## config.mk

```make
export PLATFORM = sky130hd
export DESIGN_NAME = jtag_tap_cmd
export DESIGN_NICKNAME = d
export VERILOG_FILES = /design/src/rtl/jtag_tap_pkg.sv /design/src/rtl/tap_fsm.sv /design/src/rtl/tap_ir.sv /design/src/rtl/tap_dr.sv /design/src/rtl/jtag_tap_cmd.sv
export SDC_FILE = /design/constraint.sdc
export NUM_CORES = 1
export LEC_CHECK = 0
export BUFFER_PORTS_ARGS = -buffer_cell sky130_fd_sc_hd__buf_2
export CAP_MARGIN = 20
export CELL_PAD_IN_SITES_DETAIL_PLACEMENT = 0
export CELL_PAD_IN_SITES_GLOBAL_PLACEMENT = 1
export CORE_MARGIN = 1.5
export CORE_UTILIZATION = 35
export CTS_CLUSTER_DIAMETER = 80
export CTS_CLUSTER_SIZE = 20
export DETAILED_ROUTE_END_ITERATION = 7
export MAX_ROUTING_LAYER = met4
export PLACE_DENSITY = 0.65
export SLEW_MARGIN = 30
export SYNTH_ARGS = -nofsm -noshare
export SYNTH_HDL_FRONTEND = slang
export SYNTH_HIERARCHICAL = 1
export SYNTH_SLANG_ARGS = --single-unit
```

## constraint.sdc

```tcl
create_clock -name tck_i -period 2.6 [get_ports tck_i]
set_input_delay 0.13 -clock tck_i [delete_from_list [all_inputs] [get_ports tck_i]]
set_output_delay 0.13 -clock tck_i [all_outputs]
set_load 0.1 [all_outputs]
```

## src/rtl/jtag_tap_pkg.sv

```systemverilog
package jtag_tap_pkg;
  localparam int IR_W = 5;

  typedef enum logic [3:0] {
    TS_RESET, TS_IDLE,
    TS_SEL_DR, TS_CAP_DR, TS_SH_DR, TS_EX1_DR, TS_PAUSE_DR, TS_EX2_DR, TS_UPD_DR,
    TS_SEL_IR, TS_CAP_IR, TS_SH_IR, TS_EX1_IR, TS_PAUSE_IR, TS_EX2_IR, TS_UPD_IR
  } tap_state_e;

  typedef enum logic [1:0] {PATH_BYP, PATH_ID, PATH_CMD, PATH_BSR} dr_path_e;

  localparam logic [IR_W-1:0] OP_HIGHZ  = 5'h00;
  localparam logic [IR_W-1:0] OP_IDCODE = 5'h01;
  localparam logic [IR_W-1:0] OP_SAMPLE = 5'h02;
  localparam logic [IR_W-1:0] OP_SWTAP  = 5'h04;
  localparam logic [IR_W-1:0] OP_EXTEST = 5'h06;
  localparam logic [IR_W-1:0] OP_CMD    = 5'h07;
  localparam logic [IR_W-1:0] OP_BYPASS = 5'h1F;
endpackage

```

## src/rtl/tap_fsm.sv

```systemverilog
module tap_fsm
  import jtag_tap_pkg::*;
(
  input  logic       tck_i,
  input  logic       rst_ni,
  input  logic       tms_i,
  output tap_state_e state_o
);
  tap_state_e state_q, state_d;

  always_comb begin
    state_d = state_q;
    unique case (state_q)
      TS_RESET:    state_d = tms_i ? TS_RESET   : TS_IDLE;
      TS_IDLE:     state_d = tms_i ? TS_SEL_DR  : TS_IDLE;
      TS_SEL_DR:   state_d = tms_i ? TS_SEL_IR  : TS_CAP_DR;
      TS_CAP_DR:   state_d = tms_i ? TS_EX1_DR  : TS_SH_DR;
      TS_SH_DR:    state_d = tms_i ? TS_EX1_DR  : TS_SH_DR;
      TS_EX1_DR:   state_d = tms_i ? TS_UPD_DR  : TS_PAUSE_DR;
      TS_PAUSE_DR: state_d = tms_i ? TS_EX2_DR  : TS_PAUSE_DR;
      TS_EX2_DR:   state_d = tms_i ? TS_UPD_DR  : TS_SH_DR;
      TS_UPD_DR:   state_d = tms_i ? TS_SEL_DR  : TS_IDLE;
      TS_SEL_IR:   state_d = tms_i ? TS_RESET   : TS_CAP_IR;
      TS_CAP_IR:   state_d = tms_i ? TS_EX1_IR  : TS_SH_IR;
      TS_SH_IR:    state_d = tms_i ? TS_EX1_IR  : TS_SH_IR;
      TS_EX1_IR:   state_d = tms_i ? TS_UPD_IR  : TS_PAUSE_IR;
      TS_PAUSE_IR: state_d = tms_i ? TS_EX2_IR  : TS_PAUSE_IR;
      TS_EX2_IR:   state_d = tms_i ? TS_UPD_IR  : TS_SH_IR;
      TS_UPD_IR:   state_d = tms_i ? TS_SEL_DR  : TS_IDLE;
      default:     state_d = TS_RESET;
    endcase
  end

  always_ff @(posedge tck_i or negedge rst_ni) begin
    if (!rst_ni) state_q <= TS_RESET;
    else         state_q <= state_d;
  end

  assign state_o = state_q;
endmodule

```

## src/rtl/tap_ir.sv

```systemverilog
module tap_ir
  import jtag_tap_pkg::*;
#(
  parameter int                W        = IR_W,
  parameter logic [W-1:0]      CAP_PAT  = 1,
  parameter logic [W-1:0]      RST_OP   = 1
) (
  input  logic         tck_i,
  input  logic         rst_ni,
  input  logic         tdi_i,
  input  tap_state_e   state_i,
  output logic [W-1:0] ir_o,
  output logic         so_o
);
  logic [W-1:0] sh_q, ir_q;

  always_ff @(posedge tck_i or negedge rst_ni) begin
    if (!rst_ni) begin
      sh_q <= '0;
      ir_q <= RST_OP;
    end else begin
      unique case (state_i)
        TS_RESET:  ir_q <= RST_OP;
        TS_CAP_IR: sh_q <= CAP_PAT;
        TS_SH_IR:  sh_q <= {tdi_i, sh_q[W-1:1]};
        TS_UPD_IR: ir_q <= sh_q;
        default: ;
      endcase
    end
  end

  assign ir_o = ir_q;
  assign so_o = sh_q[0];
endmodule

```

## src/rtl/tap_dr.sv

```systemverilog
module tap_dr
  import jtag_tap_pkg::*;
#(
  parameter int          CMD_W    = 8,
  parameter logic [10:0] MFR_ID   = 11'h029,
  parameter logic [15:0] PART_NUM = 16'h4A5C,
  parameter logic [3:0]  REV      = 4'h3
) (
  input  logic             tck_i,
  input  logic             rst_ni,
  input  logic             tdi_i,
  input  tap_state_e       state_i,
  input  dr_path_e         path_i,
  output logic             so_o,
  output logic [CMD_W-1:0] cmd_o,
  output logic             cmd_stb_o
);
  localparam int          ID_W   = 32;
  localparam logic [31:0] ID_VAL = {REV, PART_NUM, MFR_ID, 1'b1};

  logic             byp_q;
  logic [ID_W-1:0]  id_sh_q;
  logic [CMD_W-1:0] cmd_sh_q, cmd_q;
  logic             stb_q;

  always_ff @(posedge tck_i or negedge rst_ni) begin
    if (!rst_ni) begin
      byp_q    <= 1'b0;
      id_sh_q  <= '0;
      cmd_sh_q <= '0;
      cmd_q    <= '0;
      stb_q    <= 1'b0;
    end else begin
      stb_q <= 1'b0;
      unique case (state_i)
        TS_CAP_DR: begin
          byp_q <= 1'b0;
          if (path_i == PATH_ID)  id_sh_q  <= ID_VAL;
          if (path_i == PATH_CMD) cmd_sh_q <= cmd_q;  // readback of last command
        end
        TS_SH_DR: begin
          unique case (path_i)
            PATH_BYP: byp_q    <= tdi_i;
            PATH_ID:  id_sh_q  <= {tdi_i, id_sh_q[ID_W-1:1]};
            PATH_CMD: cmd_sh_q <= {tdi_i, cmd_sh_q[CMD_W-1:1]};
            default: ;
          endcase
        end
        TS_UPD_DR: begin
          if (path_i == PATH_CMD) begin
            cmd_q <= cmd_sh_q;
            stb_q <= 1'b1;
          end
        end
        default: ;
      endcase
    end
  end

  always_comb begin
    unique case (path_i)
      PATH_ID:  so_o = id_sh_q[0];
      PATH_CMD: so_o = cmd_sh_q[0];
      PATH_BYP: so_o = byp_q;
      default:  so_o = 1'b0;
    endcase
  end

  assign cmd_o     = cmd_q;
  assign cmd_stb_o = stb_q;
endmodule

```

## src/rtl/jtag_tap_cmd.sv

```systemverilog
module jtag_tap_cmd
  import jtag_tap_pkg::*;
#(
  parameter int          CMD_W    = 8,
  parameter logic [10:0] MFR_ID   = 11'h029,
  parameter logic [15:0] PART_NUM = 16'h4A5C,
  parameter logic [3:0]  REV      = 4'h3
) (
  input  logic             tck_i,
  input  logic             rst_ni,
  input  logic             tms_i,
  input  logic             tdi_i,
  output logic             tdo_o,
  output logic             tdo_oe_o,
  input  logic             bsr_so_i,
  output logic             bsr_sel_o,
  output logic             bsr_capture_o,
  output logic             bsr_shift_o,
  output logic             bsr_update_o,
  output logic             highz_o,
  output logic             extest_o,
  output logic [CMD_W-1:0] cmd_o,
  output logic             cmd_stb_o
);
  tap_state_e       state_q;
  logic [IR_W-1:0]  ir_q;
  logic             ir_so, dr_so, ser;
  dr_path_e         path;
  logic             in_shift;
  logic             tdo_q, oe_q;

  tap_fsm u_fsm (
    .tck_i  (tck_i),
    .rst_ni (rst_ni),
    .tms_i  (tms_i),
    .state_o(state_q)
  );

  tap_ir #(
    .W      (IR_W),
    .CAP_PAT(5'b00001),
    .RST_OP (OP_IDCODE)
  ) u_ir (
    .tck_i  (tck_i),
    .rst_ni (rst_ni),
    .tdi_i  (tdi_i),
    .state_i(state_q),
    .ir_o   (ir_q),
    .so_o   (ir_so)
  );

  always_comb begin
    unique case (ir_q)
      OP_IDCODE:             path = PATH_ID;
      OP_CMD:                path = PATH_CMD;
      OP_SAMPLE, OP_EXTEST:  path = PATH_BSR;
      default:               path = PATH_BYP;  // BYPASS, HIGHZ, SWTAP, undefined
    endcase
  end

  tap_dr #(
    .CMD_W   (CMD_W),
    .MFR_ID  (MFR_ID),
    .PART_NUM(PART_NUM),
    .REV     (REV)
  ) u_dr (
    .tck_i    (tck_i),
    .rst_ni   (rst_ni),
    .tdi_i    (tdi_i),
    .state_i  (state_q),
    .path_i   (path),
    .so_o     (dr_so),
    .cmd_o    (cmd_o),
    .cmd_stb_o(cmd_stb_o)
  );

  assign bsr_sel_o     = (path == PATH_BSR);
  assign bsr_capture_o = bsr_sel_o && (state_q == TS_CAP_DR);
  assign bsr_shift_o   = bsr_sel_o && (state_q == TS_SH_DR);
  assign bsr_update_o  = bsr_sel_o && (state_q == TS_UPD_DR);
  assign highz_o       = (ir_q == OP_HIGHZ);
  assign extest_o      = (ir_q == OP_EXTEST);

  assign in_shift = (state_q == TS_SH_IR) || (state_q == TS_SH_DR);
  assign ser      = (state_q == TS_SH_IR) ? ir_so : (bsr_sel_o ? bsr_so_i : dr_so);

  always_ff @(negedge tck_i or negedge rst_ni) begin
    if (!rst_ni) begin
      tdo_q <= 1'b0;
      oe_q  <= 1'b0;
    end else begin
      tdo_q <= in_shift ? ser : 1'b0;
      oe_q  <= in_shift;
    end
  end

  assign tdo_o    = tdo_q;
  assign tdo_oe_o = oe_q;
endmodule

```

==> impl_metrics.env <==
export IMPL_ant_nets=0
export IMPL_gp_congestion=0.796
export IMPL_antenna_found_initial=0
export IMPL_syn_area_mm2=0.00296
export IMPL_hold_viol=0
export IMPL_fin_area_mm2=0.00355
export IMPL_dr_total_vias=2055
export IMPL_combPwrFrac_pct=44.8
export IMPL_timing_hold_ws_ps=4.02
export IMPL_synth_top_area_share_pct=53.2
export IMPL_cts_resized=0
export IMPL_yosys_warnings=6
export IMPL_slew_headroom_pct=46.6
export IMPL_grt_overflow=0
export IMPL_cts_buffers=9
export IMPL_internal_power_uw=2750
export IMPL_post_drt_wl_per_cell_um=14.4
export IMPL_drive_above_1_share_pct=36.0
export IMPL_core_mm2=0.00822
export IMPL_r2r_start="u_ir/ir_o[0]"
export IMPL_clk_path_buf_depth=2
export IMPL_die_h_um=95.0
export IMPL_wirelength_mm=5.72
export IMPL_io_pins=22
export IMPL_setup_viol=1
export IMPL_clock_root_buffer="clkbuf_8"
export IMPL_drtIter0Drc=95
export IMPL_grt_max_degree=65
export IMPL_violations="setup timing"
export IMPL_ctsHtreeMaxLevel=3
export IMPL_port_buffers=21
export IMPL_clkPwrFrac_pct=19.6
export IMPL_syn_num_nets=247
export IMPL_nets=293
export IMPL_syn_instance_count=242
export IMPL_layout_common_cells="dfrtp_1 (63), buf_4 (24), mux2_2 (24)"
export IMPL_cp_max_fo=3
export IMPL_clock_skew_ps=12.4
export IMPL_synth_edf_count=0
export IMPL_synthArstFlopShare_pct=100
export IMPL_p_sw_share_pct=37.5
export IMPL_worst_pin_slew_ps=801
export IMPL_final_max_slew_viol_count=0
export IMPL_rows=33
export IMPL_post_dp_cell_area_mm2=0.00334
export IMPL_die_area_mm2=0.00903
export IMPL_final_util_pct=43.2
export IMPL_cp_start_kind="register"
export IMPL_viasPerCell=5.18
export IMPL_crit_arrival_ps=1870
export IMPL_ys_flop_type="dfrtp_1"
export IMPL_synth_area_top_cells="dfrtp_1 (53%), mux2_2 (9.1%), a22o_1 (5.6%)"
export IMPL_hp_class="primary input to async pin"
export IMPL_layout_commonest_cell="dfrtp_1"
export IMPL_synth_seq_cells=66
export IMPL_synth_top_cell_by_area="dfrtp_1"
export IMPL_grt_pass1_wl_mm=9.85
export IMPL_worstSetupPathType="register to register"
export IMPL_ys_types=55
export IMPL_dpl_hpwl_mm=3.51
export IMPL_route_detailed_drc=0
export IMPL_p_switching_uw=1650
export IMPL_cts_tree="done"
export IMPL_p_seq_share_pct=35.6
export IMPL_start_util_pct=36.1
export IMPL_grt_setup_unrepaired="true"
export IMPL_die_w_um=95.0
export IMPL_n_antenna_cell=0
export IMPL_status="finished, violations left"
export IMPL_critPathCaptureType="register"
export IMPL_drtPass1Iterations=4
export IMPL_p_total_uw=4410
export IMPL_p_leak_uw=0.00168
export IMPL_clock_sinks=66
export IMPL_max_cap_viol_count=0
export IMPL_dp_slack_ps=-424
export IMPL_p_per_area_mw_per_mm2=1240
export IMPL_setup_ws_ps=-410
export IMPL_synth_area_per_cell_um2=12.2
export IMPL_grt_util_all_layers_pct=14.7
export IMPL_crit_required_ps=1460
export IMPL_fillCellCount=777
export IMPL_cp_startpoint="u_ir/ir_o[0]"
export IMPL_grt_pass1_vias=2023
export IMPL_syn_to_final_growth_pct=19.8
export IMPL_ir_drop_mv=0.405
export IMPL_clk_pin_slew_ps=70
export IMPL_ys_seq_area_share_pct=55.8
export IMPL_insertion_delay_ps=330
## layer usage
layer / up-vias / GRT usage [%] / part of all wire [%] / routed length (um)
met2: 37 / 21.4 / 45 / 2600
met3: 5 / 4.91 / 4.0 / 226
met4: 0 / 4.10 / 1.0 / 57
met5: - / - / 0 / 0
li1: 987 / - / - / -
met1: 1026 / 19.4 / 50 / 2840
## final timing paths
kind                                         end  slack [ps]  cells past startpoint
max in group asynchronous                  tdo_o        1690                      1
worst max register to register             tdo_o        -410                      7
worst min-delay path            u_fsm/state_o[1]           4                      2
min in group tck_i              u_fsm/state_o[0]          80                      2
worst max-delay path                       tdo_o        -410                      7
worst min register to register  u_dr/id_sh_q[25]         490                      1
## Yosys cell counts, types with 3 or more instances
| master | n |
|---|---|
| a21oi_1 | 11 |
| a22o_1 | 19 |
| buf_2 | 3 |
| clkbuf_1 | 3 |
| dfrtp_1 | 63 |
| inv_1 | 9 |
| mux2_2 | 24 |
| mux2i_1 | 3 |
| nand2_1 | 16 |
| nor2_1 | 6 |
| nor2b_1 | 3 |
| nor3_1 | 3 |
| nor3b_1 | 5 |
| nor4b_1 | 3 |
| o21ai_0 | 8 |
| o22a_1 | 13 |
| o22ai_1 | 5 |
## critical path, stage by stage (launching register included)
cell and delay [ps]:
dfstp_2 530, nor2b_4 130, mux2i_1 80, nor3_2 240, mux2i_1 230, o21ai_1 90, mux2i_1 160, o22ai_2 80
## per-stage QoR
| stage | setup TNS (ps) | std cells |
|---|---|---|
| 3_3_place_gp | -350 | 381 |
| 4_1_cts | -409 | 397 |
| 3_5_place_dp | -424 | 381 |
| 6_report | -410 | 397 |
| 5_1_grt | -522 | 397 |
| 2_1_floorplan | -860 | 242 |
## state kept, by name, indices dropped and copies added, names as in the netlist
| signal | flops |
|---|---|
| tdo_oe_o | 1 |
| u_dr/byp_q | 1 |
| u_dr/cmd_sh_q | 8 |
| u_dr/cmd_o | 8 |
| u_dr/cmd_stb_o | 1 |
| tdo_o | 1 |
| u_ir/sh_q | 5 |
| u_dr/id_sh_q | 32 |
| u_fsm/state_o | 4 |
| u_ir/ir_o | 5 |
## power groups by stage
stage | logic, uW | clock network (uW) | registers [uW]
after global routing | 2170 | 955 | 1610
final | 1970 | 865 | 1570
after global placement | 1920 | 0 | 1590
after floorplan | 1270 | 0 | 1750
after CTS | 1990 | 904 | 1570
after detailed placement | 1940 | 0 | 1590
## layout make-up
class	count	area, um^2	area share, %
inverters	10	37.5	1.06
clock buffers	11	151	4.27
well taps	105	131	3.70
clock inverters	4	51.3	1.45
flip-flops and latches	66	1650	46.6
multi-input cells	156	1240	34.9
repair buffers	45	285	8.04
## kinds of logic after synthesis
group                  after synthesis  share of synthesized area (%)
AND/OR/NAND/NOR                     61                           12.9
flip-flops                          66                           55.8
multiplexers                        27                           10.1
buffers and inverters               20                           3.25
AO/OA/AOI/OAI                       68                           17.9
## repair_timing
item / CTS / global route
endpoints found under the setup margin: 1 / 1
hold buffers: 0 / 0
setup buffers: 1 / 0
pin swaps: 1 / 0
Note: power is estimated with default switching activity, not from simulation.
